$ cat src/rtl/ccp_pkg.sv
package ccp_pkg;
   typedef enum logic [1:0] {
      CCP_CAPTURE = 2'b00,
      CCP_COMPARE = 2'b01,
      CCP_PWM     = 2'b10,
      CCP_PWM_ALT = 2'b11
   } ccp_mode_e;

   typedef enum logic [1:0] {
      EDGE_OFF  = 2'b00,
      EDGE_RISE = 2'b01,
      EDGE_FALL = 2'b10,
      EDGE_BOTH = 2'b11
   } ccp_edge_e;

   typedef enum logic [1:0] {
      ACT_HOLD   = 2'b00,
      ACT_TOGGLE = 2'b01,
      ACT_CLEAR  = 2'b10,
      ACT_SET    = 2'b11
   } ccp_act_e;

   function automatic logic mode_is_pwm(input logic [1:0] m);
      return m[1];
   endfunction

   function automatic logic mode_is_capture(input logic [1:0] m);
      return m == CCP_CAPTURE;
   endfunction
endpackage

$ cat src/rtl/ccp_cap_detect.sv
module ccp_cap_detect
   import ccp_pkg::*;
#(
   parameter int STAGES = 2
) (
   input  logic       clk,
   input  logic       rst_n,
   input  logic       pin,
   input  logic [1:0] sel,
   output logic       hit
);
   localparam int CHAIN = STAGES + 1;

   generate
      if (STAGES < 2) begin : g_bad_stages
         $error("ccp_cap_detect: STAGES must be at least 2");
      end
   endgenerate

   logic [CHAIN-1:0] chain_q;
   logic             cur, prev, rise, fall;

   always_ff @(posedge clk or negedge rst_n) begin
      if (!rst_n) chain_q <= '0;
      else        chain_q <= {chain_q[CHAIN-2:0], pin};
   end

   assign cur  = chain_q[STAGES-1];
   assign prev = chain_q[STAGES];
   assign rise = cur & ~prev;
   assign fall = ~cur & prev;

   always_comb begin
      unique case (sel)
         EDGE_RISE: hit = rise;
         EDGE_FALL: hit = fall;
         EDGE_BOTH: hit = rise | fall;
         default:   hit = 1'b0;
      endcase
   end
endmodule

$ cat src/rtl/ccp_value_reg.sv
module ccp_value_reg #(
   parameter int CNT_W = 16
) (
   input  logic             clk,
   input  logic             rst_n,
   input  logic             pwm,
   input  logic             wr,
   input  logic [CNT_W-1:0] wdata,
   input  logic             cap_load,
   input  logic [CNT_W-1:0] count,
   input  logic             boundary,
   output logic [CNT_W-1:0] act_q,
   output logic [CNT_W-1:0] act_eff,
   output logic [CNT_W-1:0] hold_q
);
   generate
      if (CNT_W < 2) begin : g_bad_width
         $error("ccp_value_reg: CNT_W must be at least 2");
      end
   endgenerate

   always_ff @(posedge clk or negedge rst_n) begin
      if (!rst_n)  hold_q <= '0;
      else if (wr) hold_q <= wdata;
   end

   always_ff @(posedge clk or negedge rst_n) begin
      if (!rst_n) begin
         act_q <= '0;
      end else if (pwm) begin
         if (boundary) act_q <= hold_q;
      end else if (cap_load) begin
         act_q <= count;
      end else if (wr) begin
         act_q <= wdata;
      end
   end

   assign act_eff = (pwm && boundary) ? hold_q : act_q;
endmodule

$ cat src/rtl/ccp_out_gen.sv
module ccp_out_gen
   import ccp_pkg::*;
#(
   parameter int CNT_W = 16
) (
   input  logic             clk,
   input  logic             rst_n,
   input  logic [1:0]       mode,
   input  logic [1:0]       act_code,
   input  logic             lowtrue,
   input  logic             step,
   input  logic [CNT_W-1:0] count,
   input  logic [CNT_W-1:0] cmp_val,
   output logic             pin_q,
   output logic             match
);
   logic below;
   logic pin_d;

   assign match = step && (count == cmp_val);
   assign below = count < cmp_val;

   always_comb begin
      pin_d = pin_q;
      if (mode_is_pwm(mode)) begin
         if (step) pin_d = below ^ lowtrue;
      end else if (mode == CCP_COMPARE && match) begin
         unique case (act_code)
            ACT_TOGGLE: pin_d = ~pin_q;
            ACT_CLEAR:  pin_d = 1'b0;
            ACT_SET:    pin_d = 1'b1;
            default:    pin_d = pin_q;
         endcase
      end
   end

   always_ff @(posedge clk or negedge rst_n) begin
      if (!rst_n) pin_q <= 1'b0;
      else        pin_q <= pin_d;
   end
endmodule

$ cat src/rtl/ccp_channel.sv
module ccp_channel
   import ccp_pkg::*;
#(
   parameter int CNT_W       = 16,
   parameter int SYNC_STAGES = 2
) (
   input  logic             clk,
   input  logic             rst_n,
   input  logic [CNT_W-1:0] tb_count,
   input  logic             tb_step,
   input  logic [1:0]       mode,
   input  logic [1:0]       cap_edge,
   input  logic [1:0]       cmp_act,
   input  logic             pwm_lowtrue,
   input  logic             val_wr,
   input  logic [CNT_W-1:0] val_wdata,
   input  logic             flag_wr1c,
   input  logic             irq_en,
   input  logic             cap_pin,
   output logic             ch_out,
   output logic [CNT_W-1:0] val_rdata,
   output logic             ch_flag,
   output logic             ch_irq
);
   logic             pwm_mode, cap_mode;
   logic             cap_hit, cap_load, boundary, match, event_set;
   logic [CNT_W-1:0] act_q, act_eff, hold_q;

   assign pwm_mode = mode_is_pwm(mode);
   assign cap_mode = mode_is_capture(mode);
   assign boundary = tb_step && (tb_count == '0);

   ccp_cap_detect #(.STAGES(SYNC_STAGES)) u_cap (
      .clk   (clk),
      .rst_n (rst_n),
      .pin   (cap_pin),
      .sel   (cap_edge),
      .hit   (cap_hit)
   );

   assign cap_load = cap_mode && cap_hit;

   ccp_value_reg #(.CNT_W(CNT_W)) u_val (
      .clk      (clk),
      .rst_n    (rst_n),
      .pwm      (pwm_mode),
      .wr       (val_wr),
      .wdata    (val_wdata),
      .cap_load (cap_load),
      .count    (tb_count),
      .boundary (boundary),
      .act_q    (act_q),
      .act_eff  (act_eff),
      .hold_q   (hold_q)
   );

   ccp_out_gen #(.CNT_W(CNT_W)) u_out (
      .clk      (clk),
      .rst_n    (rst_n),
      .mode     (mode),
      .act_code (cmp_act),
      .lowtrue  (pwm_lowtrue),
      .step     (tb_step),
      .count    (tb_count),
      .cmp_val  (act_eff),
      .pin_q    (ch_out),
      .match    (match)
   );

   assign event_set = cap_load || (!cap_mode && match);

   always_ff @(posedge clk or negedge rst_n) begin
      if (!rst_n)         ch_flag <= 1'b0;
      else if (event_set) ch_flag <= 1'b1;
      else if (flag_wr1c) ch_flag <= 1'b0;
   end

   assign ch_irq    = ch_flag & irq_en;
   assign val_rdata = pwm_mode ? hold_q : act_q;
endmodule

$ cat config.mk
export PLATFORM = sky130hd
export DESIGN_NAME = ccp_channel
export DESIGN_NICKNAME = d
export VERILOG_FILES = /design/src/rtl/ccp_pkg.sv /design/src/rtl/ccp_cap_detect.sv /design/src/rtl/ccp_value_reg.sv /design/src/rtl/ccp_out_gen.sv /design/src/rtl/ccp_channel.sv
export SDC_FILE = /design/constraint.sdc
export NUM_CORES = 1
export LEC_CHECK = 0
export CORE_ASPECT_RATIO = 1.75
export CORE_MARGIN = 2
export CORE_UTILIZATION = 45
export DETAILED_ROUTE_END_ITERATION = 8
export GPL_TIMING_DRIVEN = 0
export PLACE_DENSITY_LB_ADDON = 0.3
export SYNTH_ARGS = -nofsm -noshare
export SYNTH_HDL_FRONTEND = slang
export SYNTH_SLANG_ARGS = --single-unit
$ cat constraint.sdc
create_clock -name clk -period 2 [get_ports clk]
set_input_delay 0.2 -clock clk [delete_from_list [all_inputs] [get_ports clk]]
set_output_delay 0.2 -clock clk [all_outputs]
set_load 0.02 [all_outputs]
; Word level (Yosys, flattened, before mapping)
; Index checks and enable logic that the tools add are counted.
[word_totals]
regBits = 37
wordCells = 53
in_bits = 46
[classes]
bitwise = 8
reduce_logical = 16
muxes = 13
magnitude_cmp = 1
eq_ne = 10
[op_table]
columns = op, n
row1 = 2-to-1 mux 16 bit, 6
row2 = equality test 16 bit, 1
row3 = zero test 16 bit, 1
row4 = less-than comparator 16 bit, 1
row5 = "equality test 2 bit, second input constant", 4
row6 = "equality test 2 x 1 -> 1 bit, second input constant", 3
row7 = logical AND 1 bit, 6
row8 = one-hot mux 1 bit (3 select lines), 2
row9 = 2-to-1 mux 1 bit, 5
row10 = nonzero test 2 bit, 2
row11 = nonzero test 4 bit, 1
row12 = AND 1 bit, 3
row13 = inverter 1 bit, 3
row14 = AND reduction 3 bit, 1
row15 = nonzero test 3 bit, 1
row16 = zero test 2 bit, 1
row17 = "!= test 2 x 1 -> 1 bit, second input constant", 1
row18 = "!= test 2 bit, second input constant", 1
row19 = AND reduction 2 bit, 1
row20 = zero test 1 bit, 1
row21 = logical OR 1 bit, 1
row22 = bitwise OR 1 bit, 1
row23 = XOR 1 bit, 1

; Depth between registers and ports, before layout
; Gate-level depths: netlist (run 1).
[logic_depth]
ltp_word = 9
depth_mapped = 13
depth_no_buf = 12

; Hierarchy
; A second synthesis (run 1) with hierarchy kept.
[unflattened]
hier_cells = 275
hier_area_um2 = 2738.9
[modules_own_cells]
columns = mod, instances, cells_per_inst, area_each_um2
row1 = ccp_value_reg, 1, 162, 1697.9
row2 = ccp_out_gen, 1, 71, 554.3
row3 = ccp_channel, 1, 30, 352.8
row4 = ccp_cap_detect, 1, 12, 133.9

; Least setup slack after synthesis (run 1)
; Ideal clock, no wire load.
[synth_timing]
path_type = input-to-reg
startpoint = in tb_count[14]
endpoint = reg u_out.pin_q
setup_ps = 139
cell_stages = 12
slack_ps = -630
arrival_time_ps = 2492
path_cell_list = nor4_1 -> nand3_1 -> nor2_8 -> buf_2 -> mux2i_1 -> ha_1 -> a41o_1 -> a21oi_1 -> nor3_1 -> nor4b_1 -> xnor2_1 -> a31oi_1
[synth_between]
elab_chain_len = 9
word_cells_on_any_way = 13
[synth_rtl]
columns = item, line
row1 = from (decl), ccp_channel.sv:9  ; input logic [CNT_W-1:0] tb_count,
row2 = branches (longest 9 deep; another with less-than comparator 16 bit), -
row3 = to (signal assigned), ccp_out_gen.sv:39  ; else pin_q <= pin_d;
row4 = to (decl), ccp_out_gen.sv:14  ; output logic pin_q,
; Parallel ways; which one is timed is not known. The select of a mux whose other input is x is not followed.
; A chain may end at the register's enable or synchronous reset.

; Final worst setup path (run 1)
[layout_timing]
startpoint = in tb_count[7]
endpoint = reg u_out.pin_q
; Same word-level chain as after synthesis.

==> results.cfg, run 1 <==
[outcome]
status = finished with violations
violations = negative setup slack

[floorplanning]
io_pins = 65
start_util = 0.463
placementRows = 36
die_w_um = 61.0
core-area_um2 = 5540
dieArea_um2 = 6340
die_h_um = 104

[yosys]
async_flop_share = 1.00
syn_inst = 242
synth_most_common_cell = dfrtp_1
seq_area_frac_synth = 0.361
syn_area_per_cell_um2 = 10.6
synth-seq-cells = 37
yosysTopAreaCellShare = 0.361
synthFlopType = dfrtp_1
syn_area_um2 = 2560
syn_nets = 307
yosysWarnings = 0
synth_area_leader_cell = dfrtp_1
synth_common_cells = dfrtp_1, mux2_2, mux2i_1, nand2_1, ha_1
synth_edf_count = 0
synth_area_leaders = dfrtp_1, mux2_2, ha_1, mux2i_1, a31oi_2
yosysUniqueCellTypes = 42

[clock_network]
cts_tree = yes
clk_pin_slew_ps = 70
htreeDepth = 2
cts_inserted_buffers = 5
insertion_delay_ps = 290
clock_sinks = 37
cts_buffer_depth = 2
cts_hold_buf = 0
cts_root_buf = clkbuf_8

[setup_path]
rr_worst_depth = 8
critPathMaxFanout = 6
critPathKind = in2reg
critPathTopFamily = simple AND/OR/NAND/NOR gates
worstSetupEndpointType = flip-flop
crit_path_max_incr_delay_ps = 340
path_cells = buf_8 -> nor4_4 -> nand3_2 -> nor2_8 -> buf_12 -> buf_4 -> mux2i_1 -> ha_1 -> nand4_1 -> nor3_4 -> a21boi_4 -> nor4b_4 -> xnor2_1 -> a31oi_1
cp.required_ps = 2150
timing.critical_path.buf_inv = 3
cp.arrival_ps = 2710
cp_slowest_cell = nor3_4
cp_num_cells = 14
start_kind = input pin

[place]
io_buffers = 62
place_hpwl_um = 4890
place_ws_ps = -1660
gp_congestion = 0.852
placed_cell_area_um2 = 3300

[power_and_ir_drop]
ir_worst_vdd_mv = 0.527
p_leak_nw = 1.57
totalPowerFinal_mw = 2.50
power.density_nw_per_um2 = 659

[sta]
rsz0062_at_grt = yes
hold_viol_final = 0
worst_hold_slack_ps = 17.1
fmax_mhz = 392
worst_clock_skew_ps = 3.21
min_period_ps = 2550
worst_slew_pin_slew_ps = 858
final_max_slew_viol_count = 0
worst_slack_ps = -553
finalSetupViolations = 18
max_slew_margin = 0.428
fin_crit_sh = 1.28

[drt]
dr.pass1.iters = 4
drtIter0Drc = 112
vias_per_cell = 5.75
wl_per_cell_um = 19.3
via_count = 2319
ant_nets = 0
drc_errors = 0
totalWireLength_um = 7770

[layout]
drive_above_1_share = 0.370
area_growth_pct = 48.3
finalInstanceArea_um2 = 3800
final_nets = 391
n_antenna_cell = 0

[grt]
gr-total-overflow = 0
grt_pass1_wl_um = 11600
first_global_vias = 2340
antenna_found_initial = 0
grt_util_all_layers = 0.243
grt_max_degree = 38

[hold_path]
min_path_type = in2async

[job]
max_cap_viol_count = 0
## what timing repair did
action,in CTS,in global routing
pin swaps,21,7
gates cloned,0,3
gates resized for setup,106,47
setup endpoints to repair,20,20
buffers inserted,10,3
## placed cells by master, fill, tap and decap left out, types with 9 or more instances in the layout
cell type,count
nand2_1,20
nor2_4,10
buf_4,9
a31oi_2,10
mux2_2,26
dfrtp_1,37
mux2i_1,18
inv_1,10
a22oi_1,10
o21ai_0,9
ha_1,17
clkdlybuf4s50_1,44
buf_2,9
## per-stage QoR
stage / setup TNS (ps) / cells / utilization
after floorplan: -525 / 242 / -
after global placement: -15160 / 380 / 0.596
after detailed placement: -7800 / 380 / 0.596
after CTS: -459 / 397 / 0.645
after global routing: -2690 / 403 / 0.686
final: -1210 / 403 / 0.686
## layer usage
metal | wire length, um | global-route usage
met1 | 2830 | 0.284
met2 | 4270 | 0.419
met3 | 317 | 0.0449
met4 | 348 | 0.0901
met5 | 0 | 0
## cells by family after synthesis
kind of cell / share of synthesized area
AOI/OAI and AO/OA: 0.157
xor gates and xnor gates: 0.00342
muxes: 0.223
DFF: 0.361
adders and majority gates: 0.0928
buffers and inverters: 0.0439
and+or+nand+nor: 0.119
## registers in the layout, summed over array words and instances, names as in the netlist
name,cells
u_cap.chain_q,3
u_val.act_q,16
ch_flag,1
u_out.pin_q,1
u_val.hold_q,16
## worst paths after layout
path | start | to | slack, ps
max in group asynchronous | rst_n | u_val.hold_q[14] | 1450
worst max-delay path | tb_count[7] | u_out.pin_q | -550
worst min-delay path | rst_n | u_cap.chain_q[0] | 20
worst max register to register | u_val.act_q[15] | u_out.pin_q | -180
worst min register to register | u_cap.chain_q[0] | u_cap.chain_q[1] | 360
min in group clk | tb_count[2] | u_val.act_q[2] | 270
## power by group
part / internal, mW / switching, mW
clock network: 0.248 / 0.271
logic: 0.540 / 0.475
registers: 0.854 / 0.114
## area by class of cell
| type | instances | area, um^2 |
|---|---|---|
| inverters | 10 | 37.5 |
| multi-input cells | 182 | 1770 |
| well taps | 76 | 95.1 |
| fillers | 432 | 1740 |
| repair buffers | 77 | 773 |
| plain buffers | 13 | 120 |
| flip-flops and latches | 37 | 926 |
| clock buffers | 8 | 80.1 |
(Power assumes the default switching activity.)
==> run 2, diff against run 1 <==
- ABC_AREA: not set -> 1
==> results.cfg, run 2 <==
[yosys]
synth.area.mux_share = 0.00392
synth_xor_area_frac = 0
synth_most_common_cell = nand2_1
synth-seq-cells = 37
syn_area_per_cell_um2 = 6.65
synth_edf_count = 0
async_flop_share = 1.00
yosysUniqueCellTypes = 24
yosysTopAreaCellShare = 0.362
synth-simple-area-share = 0.335
synth_compound_area_frac = 0.128
synth_area_leaders = dfrtp_1, nand2_1, ha_1, o21ai_0, inv_1
synth_top_family_by_area = simple AND/OR/NAND/NOR gates
yosysWarnings = 0
synth_area_leader_cell = dfrtp_1
seq_area_frac_synth = 0.362
syn_inst = 384
synth_common_cells = nand2_1, dfrtp_1, inv_1, nor2_1, o21ai_0
syn_area_um2 = 2550
synth_fa_ha_area_frac = 0.0930
synthFlopType = dfrtp_1
syn_nets = 449

[drt]
ant_nets = 0
totalWireLength_um = 9370
drc_errors = 0
dr.pass1.iters = 5
drtIter0Drc = 253
wl_per_cell_um = 16.9
via_count = 3135
vias_per_cell = 5.67

[floorplanning]
dieArea_um2 = 6320
die_h_um = 104
io_pins = 65
die_w_um = 61.0
core-area_um2 = 5540
placementRows = 36
start_util = 0.461

[power_and_ir_drop]
power.density_nw_per_um2 = 629
p_comb_frac = 0.398
clockPowerShare = 0.230
p_sw_mw = 0.871
ir_worst_vdd_mv = 0.461
p_sw_frac = 0.363
power_frac_seq = 0.372
intPower_mw = 1.53
p_leak_nw = 1.87
totalPowerFinal_mw = 2.40

[clock_network]
clock_sinks = 37
cts_tree = yes
cts_buffer_depth = 2
clk_pin_slew_ps = 80
insertion_delay_ps = 300
htreeDepth = 2
cts_hold_buf = 0
cts_inserted_buffers = 5
cts_root_buf = clkbuf_8

[setup_path]
cp-startpoint = tb_count[3]
cp.arrival_ps = 2550
rr_worst_depth = 13
start_kind = input pin
critPathMaxFanout = 5
cp.required_ps = 2240
crit_end = u_out.pin_q
r2r_end = u_val.act_q[0]
worstSetupEndpointType = flip-flop
critPathKind = in2reg
worstReg2RegStart = u_cap.chain_q[1]
r2r_slack_ps = 90

[sta]
worst_clock_skew_ps = 9.09
fmax_mhz = 432
worst_slew_pin_slew_ps = 864
worst_slack_ps = -315
finalSetupViolations = 2
min_period_ps = 2320
hold_viol_final = 0
rsz0062_at_grt = yes
max_slew_margin = 0.424
final_max_slew_viol_count = 0
fin_crit_sh = 1.16

[grt]
grt_max_degree = 38
first_global_vias = 2987
grt_pass1_wl_um = 13600
antenna_found_initial = 0
grt_util_all_layers = 0.283
gr-total-overflow = 0

[hold_path]
min_path_type = in2async

[place]
post-place-cells = 523
io_buffers = 63
gp_congestion = 0.924
place_hpwl_um = 5760

[job]
max_cap_viol_count = 0

[layout]
top_regs = u_val.act_q: 16 flops, u_val.hold_q: 16 flops, u_cap.chain_q: 3 flops
area_growth_pct = 49.2
final_nets = 542
n_antenna_cell = 0
drive_above_1_share = 0.218
final_cell_mix = nand2_1, clkdlybuf4s50_1, dfrtp_1
final_common_cell = nand2_1
n_fill_cell = 452
layout.cells.non_filler = 553

[outcome]
violations = negative setup slack
status = finished with violations
[run 2: layer usage]
layer	vias to the layer above	global-route usage	part of all wire
li1	1427	-	-
met5	-	0	0
met2	208	0.480	0.52
met3	61	0.0462	0.080
met4	0	0.166	0.069
met1	1439	0.313	0.34
[run 2: final cells by class]
cell class              count  area, um^2  area share
inverters                  36         145      0.0381
well taps                  76        95.1      0.0250
plain buffers              15         111      0.0292
multi-input cells         296        1680       0.440
flip-flops and latches     37         926       0.243
clock buffers               7        86.3      0.0227
repair buffers             86         771       0.202
[run 2: how the worst min path moves through the flow]
stage	from	endpoint	cells past startpoint
detailed placement	u_cap.chain_q[0]	u_cap.chain_q[1]	0
global route	rst_n	u_val.hold_q[0]	1
floorplan	rst_n	ch_flag	0
global placement	u_cap.chain_q[0]	u_cap.chain_q[1]	0
finish	rst_n	u_val.act_q[9]	1
CTS	rst_n	u_val.act_q[3]	1
[run 2: cells by family (layout without fill, tap and decap cells)]
kind of cell | count (synthesis) | in the layout
and+or+nand+nor | 213 | 213
AOI/OAI and AO/OA | 63 | 63
buffers and inverters | 51 | 144
DFF | 37 | 37
adders and majority gates | 19 | 19
muxes | 1 | 1
[run 2: power groups by stage]
| stage | clock, mW | sequential [mW] | combinational, mW |
|---|---|---|---|
| 6_report | 0.552 | 0.892 | 0.954 |
| 4_1_cts | 0.545 | 0.886 | 0.781 |
| 3_3_place_gp | 0 | 0.895 | 0.753 |
| 3_5_place_dp | 0 | 0.900 | 0.768 |
| 2_1_floorplan | 0 | 0.894 | 0.438 |
| 5_1_grt | 0.587 | 0.902 | 1.04 |
[run 2: critical path, stage by stage]
cell	delay, ps
buf_2	140
nor2_1	120
nand2_1	100
nor3_2	240
nand4_1	180
buf_4	180
clkbuf_8	150
o21ai_1	170
ha_1	280
nand2_1	120
a21oi_1	60
nor2_1	110
nand2_1	70
nand2_1	90
nand2_1	60
nand2_1	80
nand3_2	70
a21oi_2	120
[run 2: repair_timing]
action	in CTS	in global routing
resized for setup	78	85
pin swaps	24	36
buffers inserted	9	10
endpoints found under the hold margin	0	0
endpoints found under the setup margin	32	23
gates cloned	2	2
[run 2: metrics by stage]
stage / util / TNS [ps] / worst slack (ps) / cell area [um^2] / hold WS, ps
final: 0.688 / -471 / -315 / 3810 / 14.6
after global placement: 0.597 / -17980 / -1100 / 3310 / 335
after floorplan: - / -90.2 / -90.2 / 2580 / -95.6
after CTS: 0.625 / -152 / -152 / 3460 / 50.5
after global routing: 0.688 / -766 / -462 / 3810 / 78.2
after detailed placement: 0.596 / -10810 / -1140 / 3300 / 338
==> run 3, diff against run 2 <==
- CAP_MARGIN: not set -> 20
==> results of run 3 <==
Final layout, timing and power as in run 2 (identical DEF).
